==> src/rtl/gpio_bank_pkg.sv <==
package gpio_bank_pkg;
  localparam int BANK_W    = 32;
  localparam int REG_KINDS = 7;

  // order fixes the address map
  typedef enum logic [2:0] {
    RK_LEVEL = 3'd0,
    RK_DIR   = 3'd1,
    RK_SET   = 3'd2,
    RK_CLR   = 3'd3,
    RK_RISE  = 3'd4,
    RK_FALL  = 3'd5,
    RK_STS   = 3'd6
  } reg_kind_e;
endpackage

==> src/rtl/gpio_sync.sv <==
module gpio_sync #(
  parameter int WIDTH = 64
) (
  input  logic             clk_i,
  input  logic             rst_ni,
  input  logic [WIDTH-1:0] async_i,
  output logic [WIDTH-1:0] sync_o
);
  logic [WIDTH-1:0] meta_q;
  logic [WIDTH-1:0] sync_q;

  always_ff @(posedge clk_i or negedge rst_ni) begin
    if (!rst_ni) begin
      meta_q <= '0;
      sync_q <= '0;
    end else begin
      meta_q <= async_i;
      sync_q <= meta_q;
    end
  end

  assign sync_o = sync_q;
endmodule

==> src/rtl/gpio_bank.sv <==
module gpio_bank
  import gpio_bank_pkg::*;
(
  input  logic              clk_i,
  input  logic              rst_ni,
  input  logic              wr_dir_i,
  input  logic              wr_set_i,
  input  logic              wr_clr_i,
  input  logic              wr_rise_i,
  input  logic              wr_fall_i,
  input  logic              wr_sts_i,
  input  logic [BANK_W-1:0] wdata_i,
  input  logic [BANK_W-1:0] lvl_i,
  output logic [BANK_W-1:0] dir_o,
  output logic [BANK_W-1:0] out_o,
  output logic [BANK_W-1:0] rise_en_o,
  output logic [BANK_W-1:0] fall_en_o,
  output logic [BANK_W-1:0] sts_o
);
  logic [BANK_W-1:0] dir_q, out_q, rise_q, fall_q, sts_q, prev_q;
  logic [BANK_W-1:0] edge_hit, sts_clr, sts_d, out_d;

  assign edge_hit = (rise_q & lvl_i & ~prev_q) | (fall_q & ~lvl_i & prev_q);
  assign sts_clr  = wr_sts_i ? wdata_i : '0;
  // new edge beats a same-cycle clear
  assign sts_d    = (sts_q & ~sts_clr) | edge_hit;

  always_comb begin
    out_d = out_q;
    if (wr_set_i) out_d = out_d | wdata_i;
    if (wr_clr_i) out_d = out_d & ~wdata_i;
  end

  always_ff @(posedge clk_i or negedge rst_ni) begin
    if (!rst_ni) begin
      dir_q  <= '0;
      out_q  <= '0;
      rise_q <= '0;
      fall_q <= '0;
      sts_q  <= '0;
      prev_q <= '0;
    end else begin
      if (wr_dir_i)  dir_q  <= wdata_i;
      if (wr_rise_i) rise_q <= wdata_i;
      if (wr_fall_i) fall_q <= wdata_i;
      out_q  <= out_d;
      sts_q  <= sts_d;
      prev_q <= lvl_i;
    end
  end

  assign dir_o     = dir_q;
  assign out_o     = out_q;
  assign rise_en_o = rise_q;
  assign fall_en_o = fall_q;
  assign sts_o     = sts_q;


  sts_sticky_chk: assert property (@(posedge clk_i) disable iff (!rst_ni)
    !wr_sts_i |=> (($past(sts_q) & ~sts_q) == '0));

  edge_wins_chk: assert property (@(posedge clk_i) disable iff (!rst_ni)
    (edge_hit != '0) |=> ((sts_q & $past(edge_hit)) == $past(edge_hit)));

  out_hold_chk: assert property (@(posedge clk_i) disable iff (!rst_ni)
    !(wr_set_i || wr_clr_i) |=> $stable(out_q));

  dir_hold_chk: assert property (@(posedge clk_i) disable iff (!rst_ni)
    !wr_dir_i |=> $stable(dir_q));
endmodule

==> src/rtl/gpio_bank_ctrl.sv <==
module gpio_bank_ctrl
  import gpio_bank_pkg::*;
#(
  parameter int PINS   = 64,
  parameter int ADDR_W = $clog2(REG_KINDS * (PINS / BANK_W) * 4)
) (
  input  logic              clk_i,
  input  logic              rst_ni,
  input  logic              wr_en_i,
  input  logic [ADDR_W-1:0] addr_i,
  input  logic [31:0]       wdata_i,
  output logic [31:0]       rdata_o,
  input  logic [PINS-1:0]   pin_i,
  output logic [PINS-1:0]   pin_o,
  output logic [PINS-1:0]   pin_oe_o,
  output logic              irq_o
);
  localparam int BANKS  = PINS / BANK_W;
  localparam int NWORDS = REG_KINDS * BANKS;
  localparam int WORD_W = ADDR_W - 2;

  logic [WORD_W-1:0] word_idx;
  logic [NWORDS-1:0] hit;
  logic [31:0]       rd_word [NWORDS];
  logic [PINS-1:0]   lvl, sts_all;
  logic [1:0]        unused_addr_lo;

  assign word_idx       = addr_i[ADDR_W-1:2];
  assign unused_addr_lo = addr_i[1:0];

  gpio_sync #(.WIDTH(PINS)) u_sync (
    .clk_i  (clk_i),
    .rst_ni (rst_ni),
    .async_i(pin_i),
    .sync_o (lvl)
  );

  for (genvar w = 0; w < NWORDS; w++) begin : g_dec
    assign hit[w] = (word_idx == WORD_W'(w));
  end

  for (genvar b = 0; b < BANKS; b++) begin : g_bank
    logic [BANK_W-1:0] dir_b, out_b, rise_b, fall_b, sts_b, lvl_b;

    assign lvl_b = lvl[b*BANK_W +: BANK_W];

    gpio_bank u_bank (
      .clk_i    (clk_i),
      .rst_ni   (rst_ni),
      .wr_dir_i (wr_en_i & hit[int'(RK_DIR)  * BANKS + b]),
      .wr_set_i (wr_en_i & hit[int'(RK_SET)  * BANKS + b]),
      .wr_clr_i (wr_en_i & hit[int'(RK_CLR)  * BANKS + b]),
      .wr_rise_i(wr_en_i & hit[int'(RK_RISE) * BANKS + b]),
      .wr_fall_i(wr_en_i & hit[int'(RK_FALL) * BANKS + b]),
      .wr_sts_i (wr_en_i & hit[int'(RK_STS)  * BANKS + b]),
      .wdata_i  (wdata_i),
      .lvl_i    (lvl_b),
      .dir_o    (dir_b),
      .out_o    (out_b),
      .rise_en_o(rise_b),
      .fall_en_o(fall_b),
      .sts_o    (sts_b)
    );

    assign pin_o[b*BANK_W +: BANK_W]    = out_b;
    assign pin_oe_o[b*BANK_W +: BANK_W] = dir_b;
    assign sts_all[b*BANK_W +: BANK_W]  = sts_b;

    // set/clear words read as zero
    assign rd_word[int'(RK_LEVEL) * BANKS + b] = lvl_b;
    assign rd_word[int'(RK_DIR)   * BANKS + b] = dir_b;
    assign rd_word[int'(RK_SET)   * BANKS + b] = '0;
    assign rd_word[int'(RK_CLR)   * BANKS + b] = '0;
    assign rd_word[int'(RK_RISE)  * BANKS + b] = rise_b;
    assign rd_word[int'(RK_FALL)  * BANKS + b] = fall_b;
    assign rd_word[int'(RK_STS)   * BANKS + b] = sts_b;
  end

  always_comb begin
    rdata_o = '0;
    for (int w = 0; w < NWORDS; w++) begin
      if (hit[w]) rdata_o = rd_word[w];
    end
  end

  assign irq_o = |sts_all;


  dec_onehot_chk: assert property (@(posedge clk_i) disable iff (!rst_ni)
    $onehot0(hit));

  irq_clear_chk: assert property (@(posedge clk_i) disable iff (!rst_ni)
    (!irq_o && !$past(irq_o)) |-> (rdata_o != 32'hFFFF_FFFF || !hit[int'(RK_STS) * BANKS]));
endmodule

==> config.mk <==
export PLATFORM = sky130hd
export DESIGN_NAME = gpio_bank_ctrl
export DESIGN_NICKNAME = d
export VERILOG_FILES = /design/src/rtl/gpio_bank_pkg.sv /design/src/rtl/gpio_sync.sv /design/src/rtl/gpio_bank.sv /design/src/rtl/gpio_bank_ctrl.sv
export SDC_FILE = /design/constraint.sdc
export NUM_CORES = 1
export LEC_CHECK = 0
export BUFFER_PORTS_ARGS = -buffer_cell sky130_fd_sc_hd__buf_2
export CORE_UTILIZATION = 40
export CTS_CLUSTER_SIZE = 10
export DETAILED_ROUTE_END_ITERATION = 6
export PLACE_DENSITY = 0.67
export SKIP_LAST_GASP = 1
export SLEW_MARGIN = 20
export SYNTH_ARGS = -nofsm -noshare
export SYNTH_HDL_FRONTEND = slang
export SYNTH_SLANG_ARGS = --single-unit
==> constraint.sdc <==
create_clock -name clk_i -period 4.2 [get_ports clk_i]
set_input_delay 0.21 -clock clk_i [delete_from_list [all_inputs] [get_ports clk_i]]
set_output_delay 0.21 -clock clk_i [all_outputs]
set_load 0.01 [all_outputs]
==> out/results.tsv, run 1 <==
metric	value	unit
Slew HR	27.4	%
Max Fclk	339	MHz
Fillers	4414	
final worst path period need	2950	ps
Startpoint Class	input pin	
Final Skew	20.2	ps
CTS tree	yes	
Syn. warnings	0	
Min-Delay Path Class	in2async	
Avg Cell Area, Syn	12.6	µm²
dominant cell type by area after synthesis	dfrtp_1	
clock tree sinks	512	
mux cell area share after synthesis	13.1	%
largest net degree at the start of global routing	123	
Max-cap violations	0	
GPL Wtd Cong	0.838	
metal2 WL	28700	µm
starting density of the core	40.6	%
Post-Synth XOR/XNOR Area	0	%
Worst Path Max Fanout	45	
crit path launch	addr_i[3]	
flops & latches, synth	512	
leakage	10.9	nW
vias in the first global route	15300	
Critical R2R Launch	u_sync.sync_o[44]	
setup TNS	0	ps
metal3 WL	4560	µm
sw frac	27.2	%
Switch Pwr	3.47	mW
num rows	82	
Core Box Area	50200	µm²
Placed Area	22400	µm²
FF-to-FF setup slack	3310	ps
Overflow after GRT	0	
placed insts	2468	
first-pass GRT wire length	93700	µm
Area Overhead vs Synth	22.7	%
final worst slack	1250	ps
hpwl dp	38700	µm
Total Power	12.8	mW
Post-synth top cells	dfrtp_1, nand2_1, mux2_2	
Tcrit/Tclk final	70.2	%
total number of vias	14600	
ANT nets after route	0	
endpoints failing setup	0	
ys async rst share	100	%
most common cell in the netlist	dfrtp_1	
Worst Path Required	3990	ps
status	finished, final reports clean	
adder-cell share of the synthesized area	0	%
Sequential Power Share	49.0	%
Final Slew Violations	0	
CP Capture Type	primary output	
Crit Path Category	in2out	
initial antenna violation count	1	
post-synthesis cell type count	41	
cells after synthesis	1624	
PostCTS Resize Cnt	0	
Mapped Nets	1729	
Num CTS Buffers	58	
clk buf depth	3	
Most used DFF post-synth	dfrtp_1	
Root Buffer	clkbuf_16	
Final Core Density	49.8	%
M1 WL	25700	µm
critical path arrival	2740	ps
die footprint	51900	µm²
number of DRC markers in iteration 0	1216	
mapped cell area	20400	µm²
Post-synth EDFFs	0	
compound-cell area share of the yosys netlist	13.3	%
top cells by area, synth	dfrtp_1, mux2_2, nand2_1	
FF-to-FF End	g_bank[1].u_bank.sts_o[12]	
Synth Area in Simple Gates	7.98	%
R2R cell count	3	
Synth top area share	62.8	%
sequential-to-total area share from yosys stat	62.8	%
vias per cell	5.54	
IO buf count	263	
Die Y	228	µm
max layer used	met4	
Combinational Power Share	15.7	%
final instance count without filler cells	2640	
First-pass DRT Iterations	5	
Die W	228	µm
Clock Power Share	35.3	%
DRC Markers	0	
largest family of logic cells by synthesized area	compound AO/OA/AOI/OAI gates	
WL final	60800	µm
measured slew at the worst slew-check pin	1090	ps
GRT Total Usage	23.6	%
post-route cell area	25000	µm²
Worst-Skew Late Latency	610	ps
dpl ws	1000	ps
IO Pins	266	
share of cells above drive strength 1	30.1	%
RSZ-0062 raised after global routing	no	
PD cells	510	nW/µm²
Pint	9.29	mW
final net count	2060	
Fin. Hold Viols	0	
Clock transition at path regs	50	ps
Max VDD drop	0.313	mV
Hold WS	46.8	ps
Routed wire per std cell	23.0	µm
H-tree Lvls	2	
## area by class of cell
cell class                 count  area, µm²  area share [%]
tap                          672        841            3.36
sequential                   512      12800            51.2
timing repair buffer         395       2670            10.7
clock buffer                  69       1550            6.21
multi-input combinational    988       7060            28.3
clock inverter                 3       62.6           0.250
antenna                        1       2.50          0.0100
## kinds of logic after synthesis
group | after synthesis
AO/OA/AOI/OAI | 403
buffers and inverters | 124
flip-flops | 512
multiplexers | 225
AND/OR/NAND/NOR | 360
## placed cells by master, fill, tap and decap left out, types with 33 or more instances in the layout
cell           count
a21oi_1          129
o22ai_1           94
dfrtp_1          512
nand2b_1          33
a21o_1            64
clkbuf_16         59
dlygate4sd3_1     97
mux2_2           203
nand2_1          232
buf_2            260
## worst max-delay path, stage by stage
cell	delay, ps
buf_4	520
nand2_1	840
or3_1	580
a221o_1	360
buf_2	170
## how the worst max path moves through the flow
stage,endpoint,depth (start not counted),slack (ps)
2_1_floorplan,rdata_o[13],6,2510
3_3_place_gp,flop,4,1120
3_5_place_dp,flop,4,1000
4_1_cts,rdata_o[5],5,1280
5_1_grt,rdata_o[5],5,1180
6_report,rdata_o[20],5,1250
## power groups by stage
stage / clock network, mW / registers (mW) / logic [mW]
6_report: 4.50 / 6.24 / 2.01
5_1_grt: 4.81 / 6.34 / 2.20
4_1_cts: 4.61 / 6.23 / 2.02
3_5_place_dp: 0 / 6.31 / 1.94
3_3_place_gp: 0 / 6.27 / 1.89
2_1_floorplan: 0 / 6.29 / 1.03
## routing by layer
layer / track usage, % / vias to the layer above
li1: - / 6530
met1: 31.4 / 7429
met2: 37.8 / 537
met3: 5.68 / 120
met4: 8.34 / 0
met5: 0 / -
## timing repair
| item | CTS | global route |
|---|---|---|
| setup endpoints to repair | 0 | 0 |
| hold buffers | 97 | 0 |
| buffers inserted | 0 | 0 |
| endpoints found under the hold margin | 300 | 0 |
No activity file was read; power rests on OpenSTA's default activity.
==> run 2: changes to the inputs <==
Settings changed: PLACE_DENSITY 0.67 to 0.69.
Clock period 4.2 ns to 2.4 ns, I/O delays scaled along.
==> run 2 against run 1 <==
The run now ends with negative setup slack left. Clock skew shrank 5.2 ps. Cell count grew 1.7%. Worst hold slack gained 24 ps. Clock power grew 76%. Critical path depth is the same. Utilization grew 1.1 points. Setup slack lost 1300 ps. Combinational power grew 79%. Clock-buffer cell count grew 2. Largest power group unchanged.
==> out/results.tsv, run 2 (same netlist as run 1, synthesis figures left out) <==
metric	value	unit	change
clock tree sinks	512		unchanged
WP depth	5		unchanged
Worst-Skew Late Latency	620	ps	was 610 ps
Overflow after GRT	0		unchanged
crit path launch	g_bank[1].u_bank.sts_o[22]		was addr_i[3]
final worst path period need	2490	ps	
R2R cell count	4		was 3
Sequential Power Share	48.7	%	was 49.0%
CP Capture Type	primary output		unchanged
share of cells above drive strength 1	32.7	%	was 30.1%
Worst Path Required	2280	ps	was 3990 ps
GRT Total Usage	23.9	%	was 23.6%
vias per cell	5.61		was 5.54
status	complete, but fails checks		was finished, final reports clean
setup TNS	-94.0	ps	was 0 ps
critical path arrival	2370	ps	was 2740 ps
Clock Power Share	35.3	%	about the same
Crit-path slowest cell	or4_4		was nand2_1
Slew HR	27.2	%	was 27.4%
vias in the first global route	15300		about the same
clk buf depth	3		unchanged
die footprint	51900	µm²	unchanged
sw frac	27.5	%	was 27.2%
Core Box Area	50200	µm²	unchanged
WL final	62100	µm	was 60800 µm
Max-cap violations	0		unchanged
worst-path cell chain	nor4_1, buf_4, nand4_1, or4_4, buf_6		was buf_4, nand2_1, or3_1, a221o_1, buf_2
final instance count without filler cells	2684		was 2640
Worst Setup EP	irq_o		was rdata_o[20]
initial antenna violation count	2		was 1
IO Pins	266		unchanged
Area Overhead vs Synth	25.3	%	was 22.7%
Clock transition at path regs	50	ps	about the same
largest net degree at the start of global routing	75		was 123
Critical R2R Launch	u_sync.sync_o[23]		was u_sync.sync_o[44]
First-pass DRT Iterations	7		was 5
GPL Wtd Cong	0.848		was 0.838
Max VDD drop	0.529	mV	was 0.313 mV
Tcrit/Tclk final	104	%	
placed insts	2502		was 2468
Die W	228	µm	unchanged
post-route cell area	25500	µm²	was 25000 µm²
Num CTS Buffers	59		was 58
Root Buffer	clkbuf_16		unchanged
failing checks	negative setup slack		
first-pass GRT wire length	94600	µm	was 93700 µm
Crit Path Category	reg2out		was in2out
FF-to-FF End	g_bank[0].u_bank.sts_o[23]		was g_bank[1].u_bank.sts_o[12]
commonest non-fill, non-tap cell in the layout	dfrtp_1		unchanged
PD cells	881	nW/µm²	was 510 nW/µm²
worst stage delay on the critical path	600	ps	was 840 ps
Die Y	228	µm	unchanged
final worst slack	-94.0	ps	was 1250 ps
Worst Path Max Fanout	3		was 45
Fin. Hold Viols	0		unchanged
total number of vias	15100		was 14600
Combinational Power Share	16.0	%	was 15.7%
num rows	82		unchanged
IO buf count	263		unchanged
ANT nets after route	0		unchanged
most frequent cells in the layout	dfrtp_1, buf_2, nand2_1, mux2_2, a21oi_1		unchanged
endpoints failing setup	1		was 0
Min-Delay Path Class	in2async		unchanged
Hold WS	70.5	ps	was 46.8 ps
Ant. Diodes	0		was 1
CP top delay family	simple AND/OR/NAND/NOR gates		unchanged
Crit path buffers/inverters	2		unchanged
Placed Area	22800	µm²	was 22400 µm²
Switch Pwr	6.19	mW	was 3.47 mW
leakage	11.2	nW	was 10.9 nW
Pint	16.3	mW	was 9.29 mW
Final Skew	15.0	ps	was 20.2 ps
H-tree Lvls	2		unchanged
Routed wire per std cell	23.1	µm	was 23.0 µm
starting density of the core	40.6	%	unchanged
measured slew at the worst slew-check pin	1090	ps	about the same
final net count	2102		was 2060
number of DRC markers in iteration 0	1288		was 1216
Final Core Density	50.9	%	was 49.8%
RSZ-0062 raised after global routing	yes		was no
DRC Markers	0		unchanged
Max Fclk	401	MHz	
Final Slew Violations	0		unchanged
CTS tree	yes		unchanged
Startpoint Class	flop		was input pin
Fillers	4274		was 4414
hpwl dp	39900	µm	was 38700 µm
FF-to-FF setup slack	1430	ps	was 3310 ps
==> run 2: worst min-delay path by stage <==
| stage | startpoint | endpoint | slack [ps] | cells past startpoint |
|---|---|---|---|---|
| floorplan | rst_ni | async pin | -180 | 0 |
| global placement | rst_ni | u_sync.meta_q[63] | 150 | 1 |
| detailed placement | rst_ni | u_sync.meta_q[63] | 160 | 1 |
| CTS | rst_ni | g_bank[1].u_bank.rise_en_o[0] | 90 | 2 |
| global route | rst_ni | u_sync.meta_q[31] | 120 | 2 |
| finish | rst_ni | u_sync.meta_q[63] | 70 | 2 |
==> run 2: timing repair <==
action | 4_1_cts | 5_1_grt
hold buffers | 97 | 0
resized for setup | 12 | 11
setup endpoints to repair | 3 | 10
endpoints found under the hold margin | 487 | 0
pin swaps | 4 | 9
setup buffers | 4 | 5
==> run 2: cell type report <==
type | instances | area [µm²] | share of cell area [%]
clock buffers | 71 | 1590 | 6.23
clock inverters | 5 | 43.8 | 0.171
multi-input cells | 988 | 7160 | 28.0
flip-flops and latches | 512 | 12800 | 50.2
well taps | 672 | 841 | 3.29
repair buffers | 436 | 3090 | 12.1
==> run 2: per-layer routing <==
layer	vias up	GRT usage, %	wire length [µm]
li1	6614	-	-
met1	7760	32.6	26600
met2	580	38.7	29800
met3	105	4.36	4170
met4	4	7.58	1490
met5	-	0	23
==> run 2: stage by stage <==
step	total power, mW	setup WS (ps)
after floorplan	12.8	895
after global placement	14.3	232
after detailed placement	14.5	182
after CTS	22.7	-156
after global routing	23.5	-164
final	22.5	-94.0
==> run 2: power by group through the flow <==
stage	clock [mW]	combinational, mW	sequential [mW]
final	7.94	3.60	11.0
after global routing	8.46	3.93	11.1
after CTS	8.11	3.61	10.9
after detailed placement	0	3.46	11.1
after global placement	0	3.36	11.0
after floorplan	0	1.80	11.0
